<file path="config.mk">
export PLATFORM = sky130hd
export DESIGN_NAME = gpio_port
export DESIGN_NICKNAME = d
export VERILOG_FILES = /design/src/rtl/gpio_pkg.sv /design/src/rtl/gpio_regs.sv /design/src/rtl/gpio_sync.sv /design/src/rtl/gpio_drive.sv /design/src/rtl/gpio_port.sv
export SDC_FILE = /design/constraint.sdc
export NUM_CORES = 1
export LEC_CHECK = 0
export BUFFER_PORTS_ARGS = -buffer_cell sky130_fd_sc_hd__buf_2
export CORE_MARGIN = 4
export CORE_UTILIZATION = 55
export CTS_CLUSTER_SIZE = 14
export DETAILED_ROUTE_END_ITERATION = 8
export PLACE_DENSITY = 0.83
export SYNTH_ARGS = -nofsm -noshare
export SYNTH_HDL_FRONTEND = slang
export SYNTH_SLANG_ARGS = --single-unit
</file>
<file path="constraint.sdc">
create_clock -name clk_i -period 2.6 [get_ports clk_i]
set_input_delay 0.39 -clock clk_i [delete_from_list [all_inputs] [get_ports clk_i]]
set_output_delay 0.39 -clock clk_i [all_outputs]
set_load 0.01 [all_outputs]
</file>
<file path="src/rtl/gpio_pkg.sv">
package gpio_pkg;
  localparam int ADDR_W = 5;
  localparam logic [ADDR_W-1:0] OFS_DOUT = 5'h00;
  localparam logic [ADDR_W-1:0] OFS_SET  = 5'h04;
  localparam logic [ADDR_W-1:0] OFS_CLR  = 5'h08;
  localparam logic [ADDR_W-1:0] OFS_TOG  = 5'h0C;
  localparam logic [ADDR_W-1:0] OFS_DIN  = 5'h10;
  localparam logic [ADDR_W-1:0] OFS_DIR  = 5'h14;
  localparam logic [ADDR_W-1:0] OFS_IDIS = 5'h18;
endpackage

</file>
<file path="src/rtl/gpio_regs.sv">
module gpio_regs
  import gpio_pkg::*;
#(
  parameter int DW = 32,
  localparam int NB = DW / 8
) (
  input  logic              clk_i,
  input  logic              rst_ni,
  input  logic              wr_i,
  input  logic [ADDR_W-1:0] addr_i,
  input  logic [NB-1:0]     be_i,
  input  logic [DW-1:0]     wdata_i,
  output logic [DW-1:0]     dout_o,
  output logic [DW-1:0]     dir_o,
  output logic [DW-1:0]     idis_o
);
  logic [DW-1:0] lane_m, wm, dout_d, dir_d, idis_d;

  for (genvar b = 0; b < NB; b++) begin : g_lane
    assign lane_m[8*b +: 8] = {8{be_i[b]}};
  end
  assign wm = wdata_i & lane_m;

  always_comb begin
    dout_d = dout_o;
    dir_d  = dir_o;
    idis_d = idis_o;
    if (wr_i) begin
      unique case (addr_i)
        OFS_DOUT: dout_d = (dout_o & ~lane_m) | wm;
        OFS_SET:  dout_d = dout_o | wm;
        OFS_CLR:  dout_d = dout_o & ~wm;
        OFS_TOG:  dout_d = dout_o ^ wm;
        OFS_DIR:  dir_d  = (dir_o & ~lane_m) | wm;
        OFS_IDIS: idis_d = (idis_o & ~lane_m) | wm;
        default: ;
      endcase
    end
  end

  always_ff @(posedge clk_i or negedge rst_ni) begin
    if (!rst_ni) begin
      dout_o <= '0;
      dir_o  <= '0;
      idis_o <= '0;
    end else begin
      dout_o <= dout_d;
      dir_o  <= dir_d;
      idis_o <= idis_d;
    end
  end
endmodule

</file>
<file path="src/rtl/gpio_sync.sv">
module gpio_sync #(
  parameter int DW = 32
) (
  input  logic          clk_i,
  input  logic          rst_ni,
  input  logic          en_i,
  input  logic [DW-1:0] d_i,
  output logic [DW-1:0] q_o
);
  logic [DW-1:0] meta_q;

  always_ff @(posedge clk_i or negedge rst_ni) begin
    if (!rst_ni) begin
      meta_q <= '0;
      q_o    <= '0;
    end else if (en_i) begin
      meta_q <= d_i;
      q_o    <= meta_q;
    end
  end
endmodule

</file>
<file path="src/rtl/gpio_drive.sv">
module gpio_drive #(
  parameter int          DW   = 32,
  parameter logic [DW-1:0] MASK = '0
) (
  input  logic [DW-1:0] dout_i,
  input  logic [DW-1:0] dir_i,
  input  logic [DW-1:0] sel_i,
  output logic [DW-1:0] pin_o,
  output logic [DW-1:0] pin_oe_o
);
  assign pin_o    = dout_i & ~MASK;
  assign pin_oe_o = dir_i & sel_i & ~MASK;
endmodule

</file>
<file path="src/rtl/gpio_port.sv">
module gpio_port
  import gpio_pkg::*;
#(
  parameter int            DW            = 32,
  parameter logic [DW-1:0] UNBONDED_MASK = '0,
  localparam int           NB            = DW / 8
) (
  input  logic              clk_i,
  input  logic              rst_ni,
  input  logic              stop_i,
  input  logic              req_i,
  input  logic              we_i,
  input  logic [ADDR_W-1:0] addr_i,
  input  logic [NB-1:0]     be_i,
  input  logic [DW-1:0]     wdata_i,
  output logic [DW-1:0]     rdata_o,
  input  logic [DW-1:0]     pin_i,
  input  logic [DW-1:0]     digital_i,
  input  logic [DW-1:0]     gpio_sel_i,
  input  logic              pctl_en_i,
  output logic [DW-1:0]     pin_o,
  output logic [DW-1:0]     pin_oe_o
);
  logic [DW-1:0] dout_q, dir_q, idis_q, din_raw, din_vis;
  logic          wr;

  assign wr = req_i & we_i & ~stop_i;

  gpio_regs #(.DW(DW)) u_regs (
    .clk_i, .rst_ni, .wr_i(wr), .addr_i, .be_i, .wdata_i,
    .dout_o(dout_q), .dir_o(dir_q), .idis_o(idis_q)
  );

  gpio_sync #(.DW(DW)) u_sync (
    .clk_i, .rst_ni, .en_i(pctl_en_i & ~stop_i), .d_i(pin_i), .q_o(din_raw)
  );

  gpio_drive #(.DW(DW), .MASK(UNBONDED_MASK)) u_drive (
    .dout_i(dout_q), .dir_i(dir_q), .sel_i(gpio_sel_i),
    .pin_o, .pin_oe_o
  );

  assign din_vis = din_raw & ~idis_q & digital_i;

  always_comb begin
    unique case (addr_i)
      OFS_DOUT: rdata_o = dout_q & ~UNBONDED_MASK;
      OFS_DIN:  rdata_o = din_vis & ~UNBONDED_MASK;
      OFS_DIR:  rdata_o = dir_q & ~UNBONDED_MASK;
      OFS_IDIS: rdata_o = idis_q & ~UNBONDED_MASK;
      default:  rdata_o = '0;
    endcase
  end
endmodule

</file>
## After elaboration in Yosys (flattened, before gate mapping)

Cells that the tools add are included.

| cells by class | value |
|---|---|
| bitwise gates (word level) | 20 |
| mux-type cells | 2 |
| reduce and logical (&&, ||, !) cells | 5 |
| equality and inequality tests | 6 |

Operators with widths:

| operator | count |
|---|---|
| $and 32x32->32 | 8 |
| $pmux 32 s4 | 2 |
| $or 32x32->32 | 4 |
| $not 32->32 | 3 |
| $xor 32x32->32 | 1 |
| $eq 5x5->1 const B | 3 |
| $eq 5x4->1 const B | 2 |
| $reduce_and 2->1 | 3 |
| $eq 5x3->1 const B | 1 |
| $logic_not 5->1 | 1 |
| $reduce_bool 4->1 | 1 |
| $and 1x1->1 | 3 |
| $not 1->1 | 1 |

| word-level totals | value |
|---|---|
| input bits | 143 |
| word-level logic and storage cells | 38 |
| register bits | 160 |
| output and inout bits | 96 |

## Logic depth before layout (Yosys ltp)

Gate-level depths: netlist of the first run.

| depth | value |
|---|---|
| depth after elaboration | 4 |
| mapped depth | 8 |
| gate-level depth less buffers | 6 |

## Modules after synthesis

Synthesis of the first run repeated with hierarchy kept, for this count alone.

| second synthesis, totals | value |
|---|---|
| cells, all modules | 806 |
| area, all modules | 9267.6 µm² |

By module, submodules not included:

| module | cells an instance | area an instance (µm²) | sequential area each (µm²) | instances |
|---|---|---|---|---|
| gpio_regs | 450 | 4847.1 | 2402.3 | 1 |
| gpio_sync | 135 | 2678.8 | 1601.5 | 1 |
| gpio_port | 157 | 1301.2 | 0.0 | 1 |
| gpio_drive | 64 | 440.4 | 0.0 | 1 |

## Worst setup path before layout of the first run

Ideal clock, no wire load.

| path | value |
|---|---|
| path kind | input port to output port |
| start point | input addr_i[4] |
| end point | output rdata_o[22] |
| required time | 2.210 ns |
| arrival time | 1.593 ns |
| slack | 0.617 ns |
| stages on the path | 5 |
| buffers on the path | 1 |
| cell sequence | or3_1 nor3_1 buf_2 a22oi_1 o211ai_1 |

| between the ends | value |
|---|---|
| word-level cells in the longest chain between the ends | 2 |
| elaborated cells on any way between the ends | 5 |
| classes of those cells | 3 x eq/ne; 1 x mux; 1 x reduce/logical |

RTL lines:

| what | line | source |
|---|---|---|
| start: declaration | gpio_port.sv:13 | `input logic [ADDR_W-1:0] addr_i,` |
| $eq 5x5->1 / $logic_not 5->1 (equally long branches) | gpio_port.sv:46 | `unique case (addr_i)` |
| $pmux 32 s4 * | gpio_port.sv:46 |  |
| end: declaration | gpio_port.sv:16 | `output logic [DW-1:0] rdata_o,` |

Every way passes the cells marked *; elsewhere a longest branch is shown, timed or not.

## Worst setup path after layout of the first run

| path | value |
|---|---|
| start point | input addr_i[4] |
| end point | output rdata_o[31] |

Same word-level chain as after synthesis.

==> results of run 1 <==
area by class of cell:
type / instances / area share [%]
timing repair buffer: 261 / 13.3
inverter: 8 / 0.278
clock inverter: 14 / 2.10
sequential: 160 / 37.0
antenna: 3 / 0.0695
clock buffer: 18 / 3.97
tap: 211 / 2.44
multi-input combinational: 586 / 40.8
worst max-delay path by stage:
| stage | startpoint | to | slack, ns |
|---|---|---|---|
| after detailed placement | addr_i[4] | rdata_o[31] | 0.23 |
| after global placement | addr_i[4] | rdata_o[0] | 0.26 |
| final | addr_i[4] | rdata_o[31] | 0.23 |
| after global routing | addr_i[4] | rdata_o[31] | 0.11 |
| after floorplan | addr_i[4] | rdata_o[22] | 0.62 |
| after CTS | addr_i[4] | rdata_o[31] | 0.21 |
cells in the final DEF, fill, tap and decap left out, drive strengths merged, types with 2 or more instances in the layout:
cell type    n
clkinv       3
o22ai        8
o211ai       6
diode        3
buf        260
nand3       32
clkbuf      18
a22o         4
nor3         4
o22a         8
nor2b       40
o2bb2ai      4
nand2b      10
inv         13
a211oi      12
bufinv       5
o21ai       42
and2        40
nand2       82
a31oi       12
a2bb2oi      8
nor2        22
or2          2
dfrtp      160
nand4b      28
mux2       128
ha          32
a21oi       24
a22oi       32
worst reg2reg max path: stages (launching register included):
cell	delay [ns]
dfrtp_1	0.43
ha_1	0.32
nor2b_1	0.14
o21ai_0	0.14
a21oi_1	0.22
a2bb2oi_1	0.18
logic make-up (layout without fill, tap and decap cells):
kind of cell / Yosys count / in the layout / synth area share, %
compound gates: 160 / 160 / 12.5
fa+ha+maj: 32 / 32 / 4.66
buf+inv: 54 / 301 / 2.55
flops: 160 / 160 / 46.6
mux: 128 / 128 / 16.8
other cells: 0 / 3 / 0
simple gates: 266 / 266 / 16.9
power by group:
part | internal, mW | leakage (nW) | switching, mW
Clock | 1.73 | 0.318 | 1.04
Sequential | 2.78 | 2.07 | 0.280
Combinational | 0.479 | 2.93 | 0.417
routing by layer:
layer  track usage, %  vias up
met4             9.87        2
met3             5.25       46
met2             44.7      332
met5                0        -
li1                 -     3374
met1             37.4     3629
per-stage QoR:
stage	cell area [µm²]	utilization [%]	setup WS [ns]	total power, mW
after floorplan	8590	-	0.617	3.49
after global placement	10100	66.4	0.256	3.94
after detailed placement	10100	66.4	0.227	3.99
after CTS	10800	70.8	0.212	6.76
after global routing	10800	70.8	0.105	7.01
final	10800	70.8	0.233	6.73
==> impl_metrics.tcl, run 1 <==
set metrics [dict create \
    worstSetupPathType "input port to output port" \
    h-tree-depth 4 \
    cp.depth 7 \
    hold_violations 0 \
    synthTopCellsByArea "dfrtp_1 (47%), mux2_2 (16%), ha_1 (4.7%), nand2_1 (3.6%), and2_1 (2.9%)" \
    numCtsBuffers 17 \
    wl_met3_mm 1.83 \
    skew_ns 0.00495 \
    r2r-end "u_regs.dout_o[2]" \
    rsz0062_at_grt "false" \
    clk_pin_slew_ns 0.06 \
    reg2reg_setup_slack_ns 1.09 \
    ys.flop_type "dfrtp_1" \
    clkSinkCount 160 \
    fmaxAchievable_mhz 422 \
    worst_hold_slack_ns 0.193 \
    syn_area_per_cell_um2 10.7 \
    yosys_warnings 0 \
    cp.arrival_ns 1.98 \
    multiInputGateArea_um2 4410 \
    cap_violations 0 \
    synth_fp_nets 975 \
    clockBufferDepth 2 \
    synth.most_common_cell "dfrtp_1" \
    clkLatencyLatePin_ns 0.42 \
    r2r_cells 5 \
    netlist_instances 800 \
    drv_slew 0 \
    root_buffer "clkbuf_16" \
    die_w_um 133 \
    slowest_delay_ns 0.50 \
    dp.cells 1225 \
    p_per_area_nw_per_um2 622 \
    ios 239 \
    core_area_um2 15300 \
    route.top_layer_used "met5" \
    holdPathStages 2 \
    hpwl_mm 17.5 \
    synth-edff-count 0 \
    crit_required_ns 2.21 \
    regArea_um2 4000 \
    critPathTopFamily "simple AND/OR/NAND/NOR gates" \
    yosys_register_bits 160 \
    start_util_pct 56.3 \
    vias 7383 \
    timing.rr.start "u_regs.dout_o[2]" \
    n_fill_cell 1142 \
    antenna_found_initial 3 \
    worstPathMaxFanout 13 \
    netlist_area_um2 8590 \
    gp_congestion 0.878 \
    final_nets 1209 \
    numPortBuffers 238 \
    start_kind "input port" \
    drive_gt1_share_pct 41.0 \
    cts_tree "built" \
    ys_types 39 \
    relSlewSlack_pct 55.3 \
    min_from "pin_i[1]" \
    outcome "complete, no violations" \
    worstMarginPinSlew_ns 0.665 \
    cts_setup_buffers 0 \
    path_cells "buf_2, or3b_1, nor3_4, buf_4, nand3_1, o211ai_1, buf_2" \
    grt-ovfl-total 0 \
    grt_first_pass_wirelength_mm 38.7 \
    netlist.top_cell.by_area "dfrtp_1" \
    post-route-min-period_ns 2.37 \
    fin_crit_sh_pct 91.0 \
    postRouteAntennaNets 0 \
    min_to "u_sync.meta_q[1]" \
    track_usage_pct 27.7 \
    p_leak_nw 5.31 \
    critPathSlowestCell "or3b_1" \
    synth_top_area_share_pct 46.6 \
    drt-met1-wl_mm 10.3 \
    syn2layout_area_growth_pct 25.9 \
    fp.dieH_um 133 \
    grt_pass1_vias 7395 \
    min_path_type "input port to flip-flop" \
    tns_ns 0 \
    crit_buf_inv 3 \
    setup_viol 0 \
    crit_path_frequent_cell "buf_2" \
    ys_seq_area_share_pct 46.6 \
    fin_cells 1261 \
    ir_drop_uv 467 \
    wl_per_cell_um 19.3 \
    cts_resized 0 \
    grt_start_max_net_pins 57 \
    crit_path_end_kind "output port" \
    wl_met2_mm 11.7 \
    rows 45 \
    drt_wl_total_mm 24.3 \
    cts_hold_buf 1 \
    synth-async-reset-ratio_pct 100 \
    drt_pass1_iterations 5 \
    drt_iter0_drc 536 \
    avgViaCountPerCell 5.85 \
    synth.cells.most_frequent "dfrtp_1 (160), mux2_2 (124), nand2_1 (82)" \
    dieArea_um2 17700 \
    route.detailed.drc 0 \
]
No activity file was read; power rests on OpenSTA's default activity.
==> run 2, diff against run 1 <==
CORE_UTILIZATION = 53   (was 55)
MAX_ROUTING_LAYER = met4   (was not set)
PLACE_DENSITY = 0.81   (was 0.83)
clock period = 2.2 ns   (was 2.6 ns; I/O delays follow)
==> run 2 against run 1 <==
Effect of this change:
- combinational power rose by 20%
- wire length is 0.79% lower
- utilization is 2.6 points lower
- critical path type unchanged
- critical endpoint unchanged
- largest cell class unchanged
==> impl_metrics.tcl, run 2 (synthesized netlist as in run 1, its figures left out) <==
set metrics [dict create \
    drt_wl_total_mm 24.1 \
    numPortBuffers 238 \
    seq_power_share_pct 45.7 \
    core_area_um2 15900 \
    dieArea_um2 18300 \
    grt-ovfl-total 0 \
    reg2reg_setup_slack_ns 0.76 \
    cp-endpoint "rdata_o[31]" \
    tns_ns 0 \
    hpwl_mm 16.9 \
    min_from "pin_i[30]" \
    dp.cells 1233 \
    avgViaCountPerCell 5.79 \
    power.share.switching_pct 25.7 \
    skew_ns 0.00324 \
    power.switching_mw 2.01 \
    p_leak_nw 5.32 \
    start_kind "input port" \
    hold_violations 0 \
    die_w_um 135 \
    ir_drop_uv 552 \
    crit_required_ns 1.87 \
    root_buffer "clkbuf_16" \
    wl_per_cell_um 19.0 \
    r2r-end "u_regs.dout_o[13]" \
    crit_path_end_kind "output port" \
    grt_start_max_net_pins 65 \
    cap_violations 0 \
    p_per_area_nw_per_um2 719 \
    fmaxAchievable_mhz 468 \
    cp-startpoint "addr_i[4]" \
    vias 7368 \
    outcome "complete, no violations" \
    clockBufferDepth 2 \
    worst_hold_slack_ns 0.133 \
    relSlewSlack_pct 56.4 \
    worstSetupPathType "input port to output port" \
    drt_pass1_iterations 5 \
    final_nets 1212 \
    fp.dieH_um 135 \
    drt_iter0_drc 402 \
    pwr-share-comb_pct 13.7 \
    mostFrequentLayoutCells "buf_2 (237), dfrtp_1 (160), mux2_2 (124)" \
    gp_congestion 0.875 \
    grt_first_pass_wirelength_mm 38.2 \
    post-route-min-period_ns 2.14 \
    holdPathStages 2 \
    min_path_type "input port to flip-flop" \
    rows 46 \
    grt_pass1_vias 7404 \
    clkLatencyLatePin_ns 0.42 \
    h-tree-depth 4 \
    p_int_mw 5.80 \
    drive_gt1_share_pct 41.2 \
    clkPwrFrac_pct 40.7 \
    final_common_cell "buf_2" \
    drv_slew 0 \
    clk_pin_slew_ns 0.06 \
    track_usage_pct 27.2 \
    fin_cells 1273 \
    r2r_cells 5 \
    numCtsBuffers 17 \
    cts_tree "built" \
    start_util_pct 54.0 \
    ios 239 \
    timing.rr.start "u_regs.dout_o[13]" \
    antenna_found_initial 7 \
    fin_crit_sh_pct 97.1 \
    syn2layout_area_growth_pct 26.3 \
    route.detailed.drc 0 \
    worstMarginPinSlew_ns 0.650 \
    worstPathMaxFanout 32 \
    rsz0062_at_grt "false" \
    postRouteAntennaNets 0 \
    cp.arrival_ns 1.81 \
    clkSinkCount 160 \
    cts_setup_buffers 0 \
    power.total_mw 7.80 \
    setup_viol 0 \
]
-- run 2: cell types whose count changed in the layout (fill, tap and decap cells not counted) --
| cell | before | now |
|---|---|---|
| buf_12 | 5 | 7 |
| buf_4 | 17 | 18 |
| bufinv_16 | 5 | 4 |
| clkbuf_8 | 0 | 1 |
| clkinv_2 | 1 | 3 |
| clkinvlp_4 | 1 | 2 |
| diode_2 | 3 | 7 |
| inv_6 | 4 | 2 |
| inv_8 | 1 | 0 |
| or3b_1 | 1 | 0 |
| or3b_4 | 0 | 1 |
-- run 2: worst min path at each step --
stage / end / slack, ns
floorplan: asynchronous set/reset pin / 0.03
global placement: asynchronous set/reset pin / 0.30
detailed placement: u_sync.meta_q[13] / 0.31
CTS: u_sync.meta_q[30] / 0.12
global route: u_sync.meta_q[7] / 0.12
finish: u_sync.meta_q[30] / 0.13
-- run 2: metal layers --
| metal | global-route usage (%) | part of all wire [%] | vias to the layer above |
|---|---|---|---|
| met5 | - | 0 | - |
| met4 | 9.91 | 2.2 | 0 |
| met3 | 6.58 | 7.0 | 49 |
| met2 | 43.6 | 49 | 270 |
| met1 | 33.9 | 41 | 3652 |
| li1 | - | - | 3397 |
-- run 2: worst max-delay path, cell delays in order --
cell	delay [ns]
buf_2	0.12
or3_1	0.46
nor3_2	0.22
buf_12	0.26
a22oi_1	0.13
o211ai_1	0.11
buf_2	0.16
-- run 2: what timing repair did --
action                                  in CTS  in global routing
hold buffers                                 1                  0
endpoints found under the hold margin       44                  0
resized for setup                            1                  0
endpoints found under the setup margin       2                  0
-- run 2: area by class of cell --
class                      instances  area (µm²)
fill                            1234        5040
multi-input combinational        586        4410
sequential                       160        4000
timing repair buffer             264        1480
clock buffer                      19         443
tap                              216         270
clock inverter                    13         185
inverter                           8        30.0
antenna                            7        17.5
-- run 2: power by group through the flow --
stage	Clock, mW	Combinational (mW)	Sequential (mW)
floorplan	0	0.599	3.53
global placement	0	1.02	3.60
detailed placement	0	1.07	3.61
CTS	3.20	1.08	3.56
global route	3.33	1.18	3.60
finish	3.17	1.07	3.56
-- run 2: metrics by stage --
| step | area, µm² | util [%] | worst slack, ns |
|---|---|---|---|
| after floorplan | 8590 | - | 0.337 |
| after global placement | 10200 | 64.1 | 0.00181 |
| after detailed placement | 10200 | 64.1 | -0.0280 |
| after CTS | 10800 | 68.2 | 0.0704 |
| after global routing | 10800 | 68.3 | 0.0103 |
| final | 10800 | 68.3 | 0.0636 |
